### src/rtl/nvm_guard_pkg.sv
package nvm_guard_pkg;

   typedef enum logic [2:0] {
      GOP_NONE  = 3'd0,
      GOP_SETWE = 3'd1,
      GOP_CLRWE = 3'd2,
      GOP_STWR  = 3'd3,
      GOP_ARWR  = 3'd4,
      GOP_ARRD  = 3'd5,
      GOP_STRD  = 3'd6
   } guard_op_e;

   // status byte bit positions; the status-write data uses the same layout
   localparam int ST_BUSY_BIT = 0;
   localparam int ST_WEL_BIT  = 1;
   localparam int ST_BP_LSB   = 2;
   localparam int ST_BP_W     = 2;
   localparam int ST_W        = 8;

endpackage

### src/rtl/nvm_guard_region.sv
module nvm_guard_region #(
   parameter int ADDR_W = 9
) (
   input  logic [1:0]        bp_code,
   input  logic [ADDR_W-1:0] addr,
   output logic              hit
);
   localparam int NCODE = 4;

   logic [1:0]       quarter;
   logic [NCODE-1:0] code_hit;

   if (ADDR_W < 3) begin : g_bad_addr_w
      initial $fatal(1, "nvm_guard_region: ADDR_W must be at least 3");
   end

   assign quarter = addr[ADDR_W-1 -: 2];

   // code c (c>0) protects the top 2**(c-1) quarters
   for (genvar c = 0; c < NCODE; c++) begin : g_code
      if (c == 0) begin : g_none
         assign code_hit[c] = 1'b0;
      end else begin : g_quarters
         localparam int LOW_Q = NCODE - (1 << (c - 1));
         assign code_hit[c] = (quarter >= 2'(LOW_Q));
      end
   end

   assign hit = code_hit[bp_code];

endmodule

### src/rtl/nvm_guard_timer.sv
module nvm_guard_timer #(
   parameter int CYCLE_CLKS = 250000
) (
   input  logic clk,
   input  logic rst_n,
   input  logic start,
   output logic busy,
   output logic ending
);
   localparam int CW = $clog2(CYCLE_CLKS + 1);

   logic [CW-1:0] remain;

   if (CYCLE_CLKS < 1) begin : g_bad_len
      initial $fatal(1, "nvm_guard_timer: CYCLE_CLKS must be at least 1");
   end

   always_ff @(posedge clk or negedge rst_n) begin
      if (!rst_n) begin
         remain <= '0;
      end else if (start) begin
         remain <= CW'(CYCLE_CLKS);
      end else if (remain != '0) begin
         remain <= remain - 1'b1;
      end
   end

   assign busy   = (remain != '0);
   assign ending = (remain == CW'(1));

   // a new cycle may only be launched from idle
   assert_no_restart_R6 : assert property (@(posedge clk) disable iff (!rst_n)
      busy |-> !start);

   // a running cycle stays busy until its last clock
   assert_runs_out_R7 : assert property (@(posedge clk) disable iff (!rst_n)
      (busy && !ending) |=> busy);

endmodule

### src/rtl/nvm_guard_latch.sv
module nvm_guard_latch (
   input  logic clk,
   input  logic rst_n,
   input  logic set_req,
   input  logic clr_req,
   output logic wel
);
   always_ff @(posedge clk or negedge rst_n) begin
      if (!rst_n) begin
         wel <= 1'b0;
      end else if (clr_req) begin
         wel <= 1'b0;
      end else if (set_req) begin
         wel <= 1'b1;
      end
   end

   assert_set_wins_R3 : assert property (@(posedge clk) disable iff (!rst_n)
      (set_req && !clr_req) |=> wel);

endmodule

### src/rtl/nvm_guard_status.sv
module nvm_guard_status
   import nvm_guard_pkg::*;
#(
   parameter int ADDR_W     = 9,
   parameter int PAGE_W     = 4,
   parameter int CYCLE_CLKS = 250000
) (
   input  logic              clk,
   input  logic              rst_n,
   input  logic              cmd_valid,
   input  logic [2:0]        cmd_op,
   input  logic [7:0]        cmd_data,
   input  logic [ADDR_W-1:0] cmd_addr,
   input  logic [PAGE_W:0]   cmd_count,
   input  logic              wp_n,
   output logic [7:0]        status,
   output logic              wel,
   output logic              wip,
   output logic [1:0]        bp,
   output logic              cmd_acc,
   output logic              cmd_rej
);
   localparam int CNT_W = PAGE_W + 1;

   if (PAGE_W < 1 || PAGE_W >= ADDR_W - 2) begin : g_bad_page_w
      initial $fatal(1, "nvm_guard_status: PAGE_W must lie inside one quarter");
   end

   guard_op_e op;
   logic      busy, ending, prot_hit;
   logic      idle_cmd, stwr_ok, arwr_ok, start;
   logic      set_req, clr_req, accept;
   logic [ST_BP_W-1:0] bp_q;

   assign op       = guard_op_e'(cmd_op);
   assign idle_cmd = cmd_valid && !busy;

   nvm_guard_region #(.ADDR_W(ADDR_W)) u_region (
      .bp_code (bp_q),
      .addr    (cmd_addr),
      .hit     (prot_hit)
   );

   nvm_guard_timer #(.CYCLE_CLKS(CYCLE_CLKS)) u_timer (
      .clk    (clk),
      .rst_n  (rst_n),
      .start  (start),
      .busy   (busy),
      .ending (ending)
   );

   assign stwr_ok = idle_cmd && (op == GOP_STWR) && wel && wp_n;
   assign arwr_ok = idle_cmd && (op == GOP_ARWR) && wel && wp_n
                    && (cmd_count != CNT_W'(0)) && !prot_hit;
   assign start   = stwr_ok || arwr_ok;

   assign set_req = idle_cmd && (op == GOP_SETWE) && wp_n;
   assign clr_req = (idle_cmd && (op == GOP_CLRWE)) || ending || (!busy && !wp_n);

   nvm_guard_latch u_latch (
      .clk     (clk),
      .rst_n   (rst_n),
      .set_req (set_req),
      .clr_req (clr_req),
      .wel     (wel)
   );

   always_ff @(posedge clk or negedge rst_n) begin
      if (!rst_n) begin
         bp_q <= '0;
      end else if (stwr_ok) begin
         bp_q <= cmd_data[ST_BP_LSB +: ST_BP_W];
      end
   end

   always_comb begin
      accept = 1'b0;
      if (cmd_valid) begin
         if (busy) begin
            accept = (op == GOP_STRD);
         end else begin
            unique case (op)
               GOP_SETWE, GOP_CLRWE, GOP_ARRD, GOP_STRD: accept = 1'b1;
               GOP_STWR, GOP_ARWR:                       accept = start;
               default:                                  accept = 1'b0;
            endcase
         end
      end
   end

   always_ff @(posedge clk or negedge rst_n) begin
      if (!rst_n) begin
         cmd_acc <= 1'b0;
         cmd_rej <= 1'b0;
      end else begin
         cmd_acc <= accept;
         cmd_rej <= cmd_valid && !accept;
      end
   end

   always_comb begin
      status                              = '0;
      status[ST_BUSY_BIT]                 = busy;
      status[ST_WEL_BIT]                  = wel;
      status[ST_BP_LSB +: ST_BP_W]        = bp_q;
   end

   assign wip = busy;
   assign bp  = bp_q;

   assert_one_reply_R11 : assert property (@(posedge clk) disable iff (!rst_n)
      cmd_valid |=> (cmd_acc ^ cmd_rej));

   assert_quiet_reply_R11 : assert property (@(posedge clk) disable iff (!rst_n)
      !cmd_valid |=> (!cmd_acc && !cmd_rej));

   assert_protected_refused_R2 : assert property (@(posedge clk) disable iff (!rst_n)
      (cmd_valid && op == GOP_ARWR && prot_hit) |=> cmd_rej);

   assert_pin_clears_R4 : assert property (@(posedge clk) disable iff (!rst_n)
      (!wp_n && !busy) |=> !wel);

   assert_end_clears_R6 : assert property (@(posedge clk) disable iff (!rst_n)
      $fell(busy) |-> !wel);

   assert_busy_read_refused_R8 : assert property (@(posedge clk) disable iff (!rst_n)
      (busy && cmd_valid && op == GOP_ARRD) |=> cmd_rej);

   assert_bp_source_R9 : assert property (@(posedge clk) disable iff (!rst_n)
      !$stable(bp) |-> $past(cmd_valid && op == GOP_STWR && !busy && wel && wp_n));

   assert_zero_count_R10 : assert property (@(posedge clk) disable iff (!rst_n)
      (cmd_valid && op == GOP_ARWR && cmd_count == CNT_W'(0)) |=> cmd_rej);

endmodule

### config.mk
export PLATFORM = sky130hd
export DESIGN_NAME = nvm_guard_status
export DESIGN_NICKNAME = d
export VERILOG_FILES = /design/src/rtl/nvm_guard_pkg.sv /design/src/rtl/nvm_guard_region.sv /design/src/rtl/nvm_guard_timer.sv /design/src/rtl/nvm_guard_latch.sv /design/src/rtl/nvm_guard_status.sv
export SDC_FILE = /design/constraint.sdc
export NUM_CORES = 1
export LEC_CHECK = 0
export CELL_PAD_IN_SITES_DETAIL_PLACEMENT = 0
export CELL_PAD_IN_SITES_GLOBAL_PLACEMENT = 1
export CORE_MARGIN = 5
export CORE_UTILIZATION = 37
export DETAILED_ROUTE_END_ITERATION = 7
export GPL_TIMING_DRIVEN = 0
export PLACE_DENSITY = 0.8
export SYNTH_ARGS = -nofsm -noshare
export SYNTH_HDL_FRONTEND = slang
export SYNTH_SLANG_ARGS = --single-unit
### constraint.sdc
create_clock -name clk -period 4.3 [get_ports clk]
set_input_delay 0.86 -clock clk [delete_from_list [all_inputs] [get_ports clk]]
set_output_delay 0.86 -clock clk [all_outputs]
set_load 0.1 [all_outputs]
==> results of run 1 <==
-- cell usage after synthesis, types with 4 or more instances --
library cell | number | share of area (%)
inv_1 | 8 | 2.1
nor3_1 | 10 | 3.6
xnor2_1 | 6 | 3.7
nor2_1 | 6 | 1.6
xor2_1 | 4 | 2.5
dfrtp_1 | 23 | 41
a21oi_1 | 5 | 1.8
nand2_1 | 13 | 3.5
buf_4 | 8 | 4.3
ha_1 | 7 | 6.2
-- final timing paths --
kind	start	end	slack (ps)	depth (start not counted)
worst max-delay path	u_timer.remain[0]	status[0]	630	7
worst min-delay path	u_timer.remain[11]	u_timer.remain[11]	500	1
worst max register to register	u_timer.remain[0]	u_timer.remain[14]	2170	7
worst min register to register	u_timer.remain[11]	u_timer.remain[11]	500	1
max in group asynchronous	rst_n	bp[0]	2550	1
min in group asynchronous	rst_n	u_timer.remain[5]	1140	1
-- flip-flops by register name, summed over array words and instances, names as in the netlist --
name            cells
cmd_rej             1
u_timer.remain     18
bp                  2
u_latch.wel         1
cmd_acc             1
-- kinds of logic (layout without fill, tap and decap cells) --
kind of cell / Yosys count / count (layout) / share of synthesized area (%)
buffers and inverters: 18 / 47 / 7.016
other: 1 / 4 / 0.2662
muxes: 4 / 4 / 3.108
adders and majority gates: 7 / 7 / 6.216
DFF: 23 / 23 / 40.85
xor gates and xnor gates: 10 / 10 / 6.216
AOI/OAI and AO/OA: 20 / 20 / 10.30
and+or+nand+nor: 59 / 59 / 26.02
-- stage by stage --
stage,utilization (%),power [W]
after floorplan,-,0.0002507
after global placement,46.91,0.0002724
after detailed placement,46.91,0.0002734
after CTS,48.17,0.0004122
after global routing,48.17,0.0004230
final,48.17,0.0004069
-- power breakdown --
part           switching [W]  leakage, nW  total [W]  internal [W]
combinational      0.0000331        0.414  0.0000518     0.0000187
sequential       0.000000194        0.267   0.000217      0.000217
clock              0.0000731       0.0255   0.000138     0.0000649
total               0.000106        0.707   0.000407      0.000300
-- layer usage --
metal,wire length (um),GRT usage [%],part of all wire (%)
met5,0,0,0
met2,1732,24.69,54
met4,72,6.889,2.3
met1,1327,14.45,42
met3,50,1.262,1.6
-- worst max-delay path, stage by stage (launching register included) --
cell             delay (ps)
dfrtp_1                 440
inv_1                    90
ha_1                    280
nand4_1                 230
nor2_4                   60
inv_2                   190
buf_4                   150
clkdlybuf4s50_1        1120
-- final cells by class --
type                            instances  area share, %
Clock inverter                          1         0.2817
Timing Repair Buffer                   25          14.08
Clock buffer                            3          2.324
Inverter                                9          1.901
Sequential cell                        23          32.39
Tap cell                               48          3.380
Buffer                                  9          3.662
Multi-Input combinational cell        104          41.97
==> summary.md, run 1 <==
| Metric | Value |
|---|---|
| Outcome | finished, final reports clean |
| Fillcell total | 364 |
| RSZ-0062 raised after global routing | false |
| Seq/Total Area, Yosys | 40.85% |
| Fraction of registers with async set/reset | 100.0% |
| Power Dens Cells | 229.0 mW/mm^2 |
| Diode count | 0 |
| GPL Wtd Cong | 0.8514 |
| Pleak | 0.7069 nW |
| Clock Tree Root | clkbuf_8 |
| Maxcap violations | 0 |
| GRT Util Overall | 13.16% |
| Initial antenna violation count | 0 |
| Slew Viols, Final | 0 |
| CP Class | register to primary output |
| DRT Wirelength | 3181 um |
| FP Rows | 22 |
| Fin cells | 222 |
| Final worst path period need | 3675 ps |
| Skew final | 3.741 ps |
| CTS tree | built |
| EDFF count, synth | 0 |
| Gr ovfl total | 0 |
| Drt drc | 0 |
| Share of layout cells above drive strength 1 | 14.94% |
| CTS Buf Count | 3 |
| Vias | 1137 |
| Clk_lat worst skew | 270 ps |
| CP Max Fanout | 10 |
| Post-Syn Area per Cell | 9.921 um^2 |
| Peak supply drop | 102.0 uV |
| Max H-tree Level | 1 |
| FMAX | 272.1 MHz |
| Worst-margin pin slew | 1007 ps |
| Largest net degree at the start of global routing | 24 |
| Via density | 5.122 |
| Fin area | 0.001777 mm^2 |
| Worst EP required | 3440 ps |
| # port buffers | 25 |
| Final count of hold timing violations | 0 |
| WL/cell | 14.33 um |
| Type of origin of the critical path | register |
| Clock tree buffer depth | 2 |
| Post-Syn Area | 0.001409 mm^2 |
| Post CTS Setup Buffer Count | 0 |
| CTS-repair resized insts | 0 |
| Synthesis-to-finish area growth | 26.11% |
| Min-Delay Path Class | register to register |
| Final WS setup | 625.0 ps |
| Setup TNS | 0 ps |
| Multi-input gate area | 745.7 um^2 |
| Most common cell after layout, fill and taps aside | clkdlybuf4s50_1 |
| Vias in the first global route | 1221 |
| # IOs | 43 |
| Clock sink total | 23 |
| Worst slew margin | 32.64% |
| First-pass GRT wire length | 5361 um |
| Die Wd | 71.71 um |
| Yosys reg bits | 23 |
| Post-Syn Instances | 142 |
| Pre-CTS setup slack | 936.7 ps |
| Core area | 0.003689 mm^2 |
| Die area | 0.005142 mm^2 |
| Storage element area | 575.6 um^2 |
| Final period util | 85.46% |
| Starting utilization of the core area | 38.20% |
| Reg clk slew, reported paths | 80 ps |
| Final HPWL DP | 2488 um |
| TritonRoute pass-1 iters | 4 |
| Syn. warnings | 0 |
| Cell Area, Placed | 0.001730 mm^2 |
| Final-stage net count | 211 |
| DR iter-0 viols | 61 |
| WP data arrival | 2810 ps |
| Dpl cells | 218 |
| Final setup fails | 0 |
| Hold_ws | 502.2 ps |
| Die height | 71.71 um |
| Critical path capture point type | primary output |
| Hold buffer count at CTS | 0 |
| Remaining antenna violation count after routing | 0 |
| Count of cell types in the netlist | 44 |
| Commonest cells after routing, fill and taps aside | 25 x clkdlybuf4s50_1, 23 x dfrtp_1, 13 x nand2_1 |
| Top_reg_cell synth | dfrtp_1 |
(Power assumes the default switching activity.)
==> run 2, diff against run 1 <==
Settings changed: CORE_ASPECT_RATIO set to 0.75.
==> summary.md, run 2 (same netlist as run 1, synthesis figures left out) <==
| Metric | Value |
|---|---|
| Final HPWL DP | 2585 um (was 2488 um) |
| Fin cells | 226 (was 222) |
| Clock Tree Root | clkbuf_8 (unchanged) |
| Remaining antenna violation count after routing | 0 (unchanged) |
| Maxcap violations | 0 (unchanged) |
| Largest net degree at the start of global routing | 24 (unchanged) |
| DRT Wirelength | 3234 um (was 3181 um) |
| Outcome | finished, final reports clean (unchanged) |
| CTS-repair resized insts | 0 (unchanged) |
| Fin area | 0.001782 mm^2 (was 0.001777 mm^2) |
| Vias in the first global route | 1092 (was 1221) |
| CP Class | register to primary output (unchanged) |
| Reg clk slew, reported paths | 80 ps (about the same) |
| Clock sink total | 23 (unchanged) |
| Die Wd | 81.25 um (was 71.71 um) |
| Final setup fails | 0 (unchanged) |
| Final period util | 84.98% (was 85.46%) |
| Min-Delay Path Class | register to register (unchanged) |
| Starting utilization of the core area | 38.48% (was 38.20%) |
| DR iter-0 viols | 52 (was 61) |
| WP data arrival | 2790 ps (was 2810 ps) |
| Diode count | 0 (unchanged) |
| Via density | 5.093 (was 5.122) |
| RSZ-0062 raised after global routing | false (unchanged) |
| Max incr delay on CP | 1120 ps (about the same) |
| Largest Register | u_timer.remain (unchanged) |
| Max H-tree Level | 1 (unchanged) |
| Slew Viols, Final | 0 (unchanged) |
| CTS tree | built (unchanged) |
| GPL Wtd Cong | 0.7956 (was 0.8514) |
| WL/cell | 14.31 um (was 14.33 um) |
| Most common cell after layout, fill and taps aside | clkdlybuf4s50_1 (unchanged) |
| Initial antenna violation count | 0 (unchanged) |
| CTS Buf Count | 3 (unchanged) |
| Synthesis-to-finish area growth | 26.47% (was 26.11%) |
| Die height | 63.44 um (was 71.71 um) |
| # IOs | 43 (unchanged) |
| Vias | 1151 (was 1137) |
| Clock tree buffer depth | 2 (unchanged) |
| Core area | 0.003661 mm^2 (was 0.003689 mm^2) |
| Type of origin of the critical path | register (unchanged) |
| Worst EP required | 3440 ps (about the same) |
| Post CTS Setup Buffer Count | 0 (unchanged) |
| Setup TNS | 0 ps (unchanged) |
| Commonest cells after routing, fill and taps aside | 25 x clkdlybuf4s50_1, 23 x dfrtp_1, 13 x nand2_1 (unchanged) |
| TritonRoute pass-1 iters | 4 (unchanged) |
| Final count of hold timing violations | 0 (unchanged) |
| CP Max Fanout | 10 (unchanged) |
| Pleak | 0.7069 nW (unchanged) |
| CP cell instances | inv_1 > ha_1 > nand4_1 > nor2_4 > inv_2 > buf_4 > clkdlybuf4s50_1 (unchanged) |
| Die area | 0.005155 mm^2 (was 0.005142 mm^2) |
| Gr ovfl total | 0 (unchanged) |
| Max FFs per register | 18 (unchanged) |
| Clk_lat worst skew | 260 ps (was 270 ps) |
| FP Rows | 19 (was 22) |
| Cell Area, Placed | 0.001735 mm^2 (was 0.001730 mm^2) |
| Share of layout cells above drive strength 1 | 14.94% (unchanged) |
| Skew final | 2.054 ps (was 3.741 ps) |
| CP max stage cell | clkdlybuf4s50_1 (unchanged) |
| FMAX | 273.6 MHz (was 272.1 MHz) |
| Peak supply drop | 97.74 uV (was 102.0 uV) |
| Power Dens Cells | 226.4 mW/mm^2 (was 229.0 mW/mm^2) |
| Worst-margin pin slew | 1011 ps (was 1007 ps) |
| Final-stage net count | 211 (unchanged) |
| Hold_ws | 515.1 ps (was 502.2 ps) |
| Critical path capture point type | primary output (unchanged) |
| Dpl cells | 222 (was 218) |
| Util after Layout | 48.67% (was 48.17%) |
| GRT Util Overall | 13.24% (was 13.16%) |
| Hold buffer count at CTS | 0 (unchanged) |
| Worst slew margin | 32.40% (was 32.64%) |
| First-pass GRT wire length | 5264 um (was 5361 um) |
| Drt drc | 0 (unchanged) |
| # port buffers | 25 (unchanged) |
| Final worst path period need | 3654 ps (was 3675 ps) |
==> run 2: cell counts in the layout (fill, tap and decap cells not counted) <==
No cell type changed its count.
==> run 2: power by group <==
| group | switching [W] | internal [W] | total (W) |
|---|---|---|---|
| Sequential | 0.000000287 | 0.000217 | 0.000217 |
| Combinational | 0.0000332 | 0.0000187 | 0.0000518 |
| Clock | 0.0000698 | 0.0000646 | 0.000134 |
| Total | 0.000103 | 0.000300 | 0.000403 |
==> run 2: layer usage <==
metal | track usage (%) | wire [um]
met1 | 19.09 | 1490
met3 | 3.419 | 229
met4 | 4.008 | 47
met5 | 0 | 0
met2 | 19.26 | 1465
==> run 2: critical path, delay by kind of cell (launching register included) <==
kind / cells / cell delay [ps]
adder cells (fa/ha/maj): 1 / 280
buffers and inverters: 4 / 1530
flip-flops: 1 / 440
AND/OR/NAND/NOR: 2 / 290
==> run 2: area by class of cell <==
class                      count  area (um^2)
fill                         358         1879
multi-input combinational    104        745.7
sequential                    23        575.6
timing repair buffer          25        250.2
buffer                         9        65.06
tap                           52        65.06
clock buffer                   3        41.29
inverter                       9        33.78
clock inverter                 1        5.005
==> run 2: worst paths after layout <==
path	from	end	slack, ps	depth (start not counted)
setup / recovery	u_timer.remain[0]	status[0]	650	7
hold / removal	u_timer.remain[11]	u_timer.remain[11]	520	1
setup reg to reg	u_timer.remain[0]	u_timer.remain[0]	2210	7
hold reg to reg	u_timer.remain[11]	u_timer.remain[11]	520	1
max in group asynchronous	rst_n	u_timer.remain[15]	2540	1
min in group asynchronous	rst_n	cmd_acc	1150	1
==> run 2: stage by stage <==
stage | total power [W] | setup slack (ps)
after floorplan | 0.0002507 | 1718
after global placement | 0.0002726 | 970.1
after detailed placement | 0.0002737 | 952.4
after CTS | 0.0004060 | 652.3
after global routing | 0.0004164 | 489.1
final | 0.0004034 | 645.7
==> run 3, diff against run 2 <==
Settings changed: CORE_UTILIZATION 37 to 35, PLACE_DENSITY 0.8 to 0.76.
Clock period 4.3 ns to 3.6 ns, I/O delays scaled along.
==> summary.md, run 3 (same netlist as run 1, synthesis figures left out) <==
| Metric | Value |
|---|---|
| Final-stage net count | 211 (unchanged) |
| Dpl cells | 225 (was 222) |
| Power Dens Cells | 269.8 mW/mm^2 (was 226.4 mW/mm^2) |
| Die Wd | 83.26 um (was 81.25 um) |
| Most common cell after layout, fill and taps aside | clkdlybuf4s50_1 (unchanged) |
| GPL Wtd Cong | 0.8059 (was 0.7956) |
| TritonRoute pass-1 iters | 4 (unchanged) |
| # IOs | 43 (unchanged) |
| Worst EP required | 2880 ps (was 3440 ps) |
| Die area | 0.005407 mm^2 (was 0.005155 mm^2) |
| WP data arrival | 2710 ps (was 2790 ps) |
| Hold_ws | 506.4 ps (was 515.1 ps) |
| Commonest cells after routing, fill and taps aside | 24 x clkdlybuf4s50_1, 23 x dfrtp_1, 13 x nand2_1 (was 25 x clkdlybuf4s50_1, 23 x dfrtp_1, 13 x nand2_1) |
| Drt drc | 0 (unchanged) |
| Fin area | 0.001788 mm^2 (was 0.001782 mm^2) |
| Max incr delay on CP | 1170 ps (was 1120 ps) |
| Starting utilization of the core area | 35.41% (was 38.48%) |
| Initial antenna violation count | 0 (unchanged) |
| Max FFs per register | 18 (unchanged) |
| CP Class | register to primary output (unchanged) |
| Crit. Startpoint | u_timer.remain[0] (unchanged) |
| CP Max Fanout | 10 (unchanged) |
| Largest Register | u_timer.remain (unchanged) |
| # port buffers | 25 (unchanged) |
| Core area | 0.003979 mm^2 (was 0.003661 mm^2) |
| Peak supply drop | 116.0 uV (was 97.74 uV) |
| Skew final | 3.906 ps (was 2.054 ps) |
| Via density | 5.031 (was 5.093) |
| Clock Tree Root | clkbuf_8 (unchanged) |
| R2r startpoint | u_timer.remain[0] (unchanged) |
| DRT Wirelength | 3093 um (was 3234 um) |
| Worst-margin pin slew | 1017 ps (was 1011 ps) |
| Synthesis-to-finish area growth | 26.91% (was 26.47%) |
| Diode count | 0 (unchanged) |
| Fillcell total | 370 (was 358) |
| Max H-tree Level | 1 (unchanged) |
| Clock sink total | 23 (unchanged) |
| Die height | 64.95 um (was 63.44 um) |
| Pleak | 0.7064 nW (was 0.7069 nW) |
| Cell Area, Placed | 0.001739 mm^2 (was 0.001735 mm^2) |
| First-pass GRT wire length | 5161 um (was 5264 um) |
| Final setup fails | 0 (unchanged) |
| Clk_lat worst skew | 260 ps (about the same) |
| Type of origin of the critical path | register (unchanged) |
| Largest net degree at the start of global routing | 24 (unchanged) |
| Maxcap violations | 0 (unchanged) |
| Clock tree buffer depth | 2 (unchanged) |
| Gr ovfl total | 0 (unchanged) |
| Reg clk slew, reported paths | 80 ps (about the same) |
| Power Total | 0.0004825 W (was 0.0004034 W) |
| DR iter-0 viols | 45 (was 52) |
| Setup TNS | 0 ps (unchanged) |
| Slew Viols, Final | 0 (unchanged) |
| Final period util | 95.40% |
| Remaining antenna violation count after routing | 0 (unchanged) |
| Worst slew margin | 31.99% (was 32.40%) |
| Post CTS Setup Buffer Count | 0 (unchanged) |
| Min-Delay Path Class | register to register (unchanged) |
| Vias | 1152 (was 1151) |
| FMAX | 291.2 MHz |
| Final count of hold timing violations | 0 (unchanged) |
| RSZ-0062 raised after global routing | false (unchanged) |
| Share of layout cells above drive strength 1 | 14.94% (unchanged) |
| CP max stage cell | clkdlybuf4s50_1 (unchanged) |
| FP Rows | 20 (was 19) |
| Hold path depth | 1 (unchanged) |
| Hold buffer count at CTS | 0 (unchanged) |
| WL/cell | 13.51 um (was 14.31 um) |
| Fin cells | 229 (was 226) |
| Final HPWL DP | 2449 um (was 2585 um) |
| Critical path capture point type | primary output (unchanged) |
| Reg2reg path depth | 7 (unchanged) |
| Vias in the first global route | 1085 (was 1092) |
| Outcome | finished, final reports clean (unchanged) |
| CTS Buf Count | 3 (unchanged) |
| CTS tree | built (unchanged) |
| GRT Util Overall | 11.79% (was 13.24%) |
| Final worst path period need | 3434 ps |
| HP Start | u_timer.remain[10] (was u_timer.remain[11]) |
| CP cell instances | inv_1 > ha_1 > nand4_1 > nor2_4 > inv_2 > clkdlybuf4s50_1 (was inv_1 > ha_1 > nand4_1 > nor2_4 > inv_2 > buf_4 > clkdlybuf4s50_1) |
-- run 3: cell count changes in the layout (fill, tap and decap cells not counted) --
cell / before / now
dlymetal6s2s_1: 0 / 1
clkdlybuf4s50_1: 25 / 24
-- run 3: per-stage QoR --
stage	utilization, %	setup WS (ps)
6_report	44.94	165.6
3_5_place_dp	43.71	384.9
5_1_grt	44.94	19.85
3_3_place_gp	43.71	390.0
2_1_floorplan	-	1158
4_1_cts	44.87	81.58
-- run 3: layout make-up --
type	instances	area [um^2]	area share, %
repair buffers	25	252.7	14.14
clock inverters	1	5.005	0.2799
inverters	9	33.78	1.889
clock buffers	3	41.29	2.309
flip-flops and latches	23	575.6	32.19
plain buffers	9	65.06	3.639
well taps	55	68.82	3.849
multi-input cells	104	745.7	41.71
-- run 3: where the power goes --
part	internal, W	switching (W)
sequential	0.000259	0.000000234
clock	0.0000773	0.0000847
combinational	0.0000222	0.0000390
total	0.000359	0.000124
-- run 3: layer usage --
layer | up-vias | part of all wire [%] | GRT usage (%) | routed length (um)
li1 | 561 | - | - | -
met1 | 556 | 45 | 15.23 | 1396
met2 | 26 | 49 | 19.70 | 1503
met3 | 9 | 4.5 | 3.050 | 139
met4 | 0 | 1.7 | 3.061 | 53
met5 | - | 0 | 0 | 0
-- run 3: critical path: cells and delay by family (launching register included) --
family                     cells  cell delay [ps]
adders and majority gates      1              270
and+or+nand+nor                2              300
DFF                            1              430
buffers and inverters          3             1440
-- run 3: what timing repair did --
item,4_1_cts,5_1_grt
endpoints found under the setup margin,0,1
gates resized for setup,0,1
hold endpoints to repair,0,0
-- run 3: path summary, 6_finish.rpt --
check                           slack (ps)                  to
max in group asynchronous             1980               bp[1]
min in group asynchronous             1010             cmd_acc
worst max register to register        1540   u_timer.remain[0]
worst max-delay path                   170                 wip
worst min register to register         510  u_timer.remain[10]
worst min-delay path                   510  u_timer.remain[10]
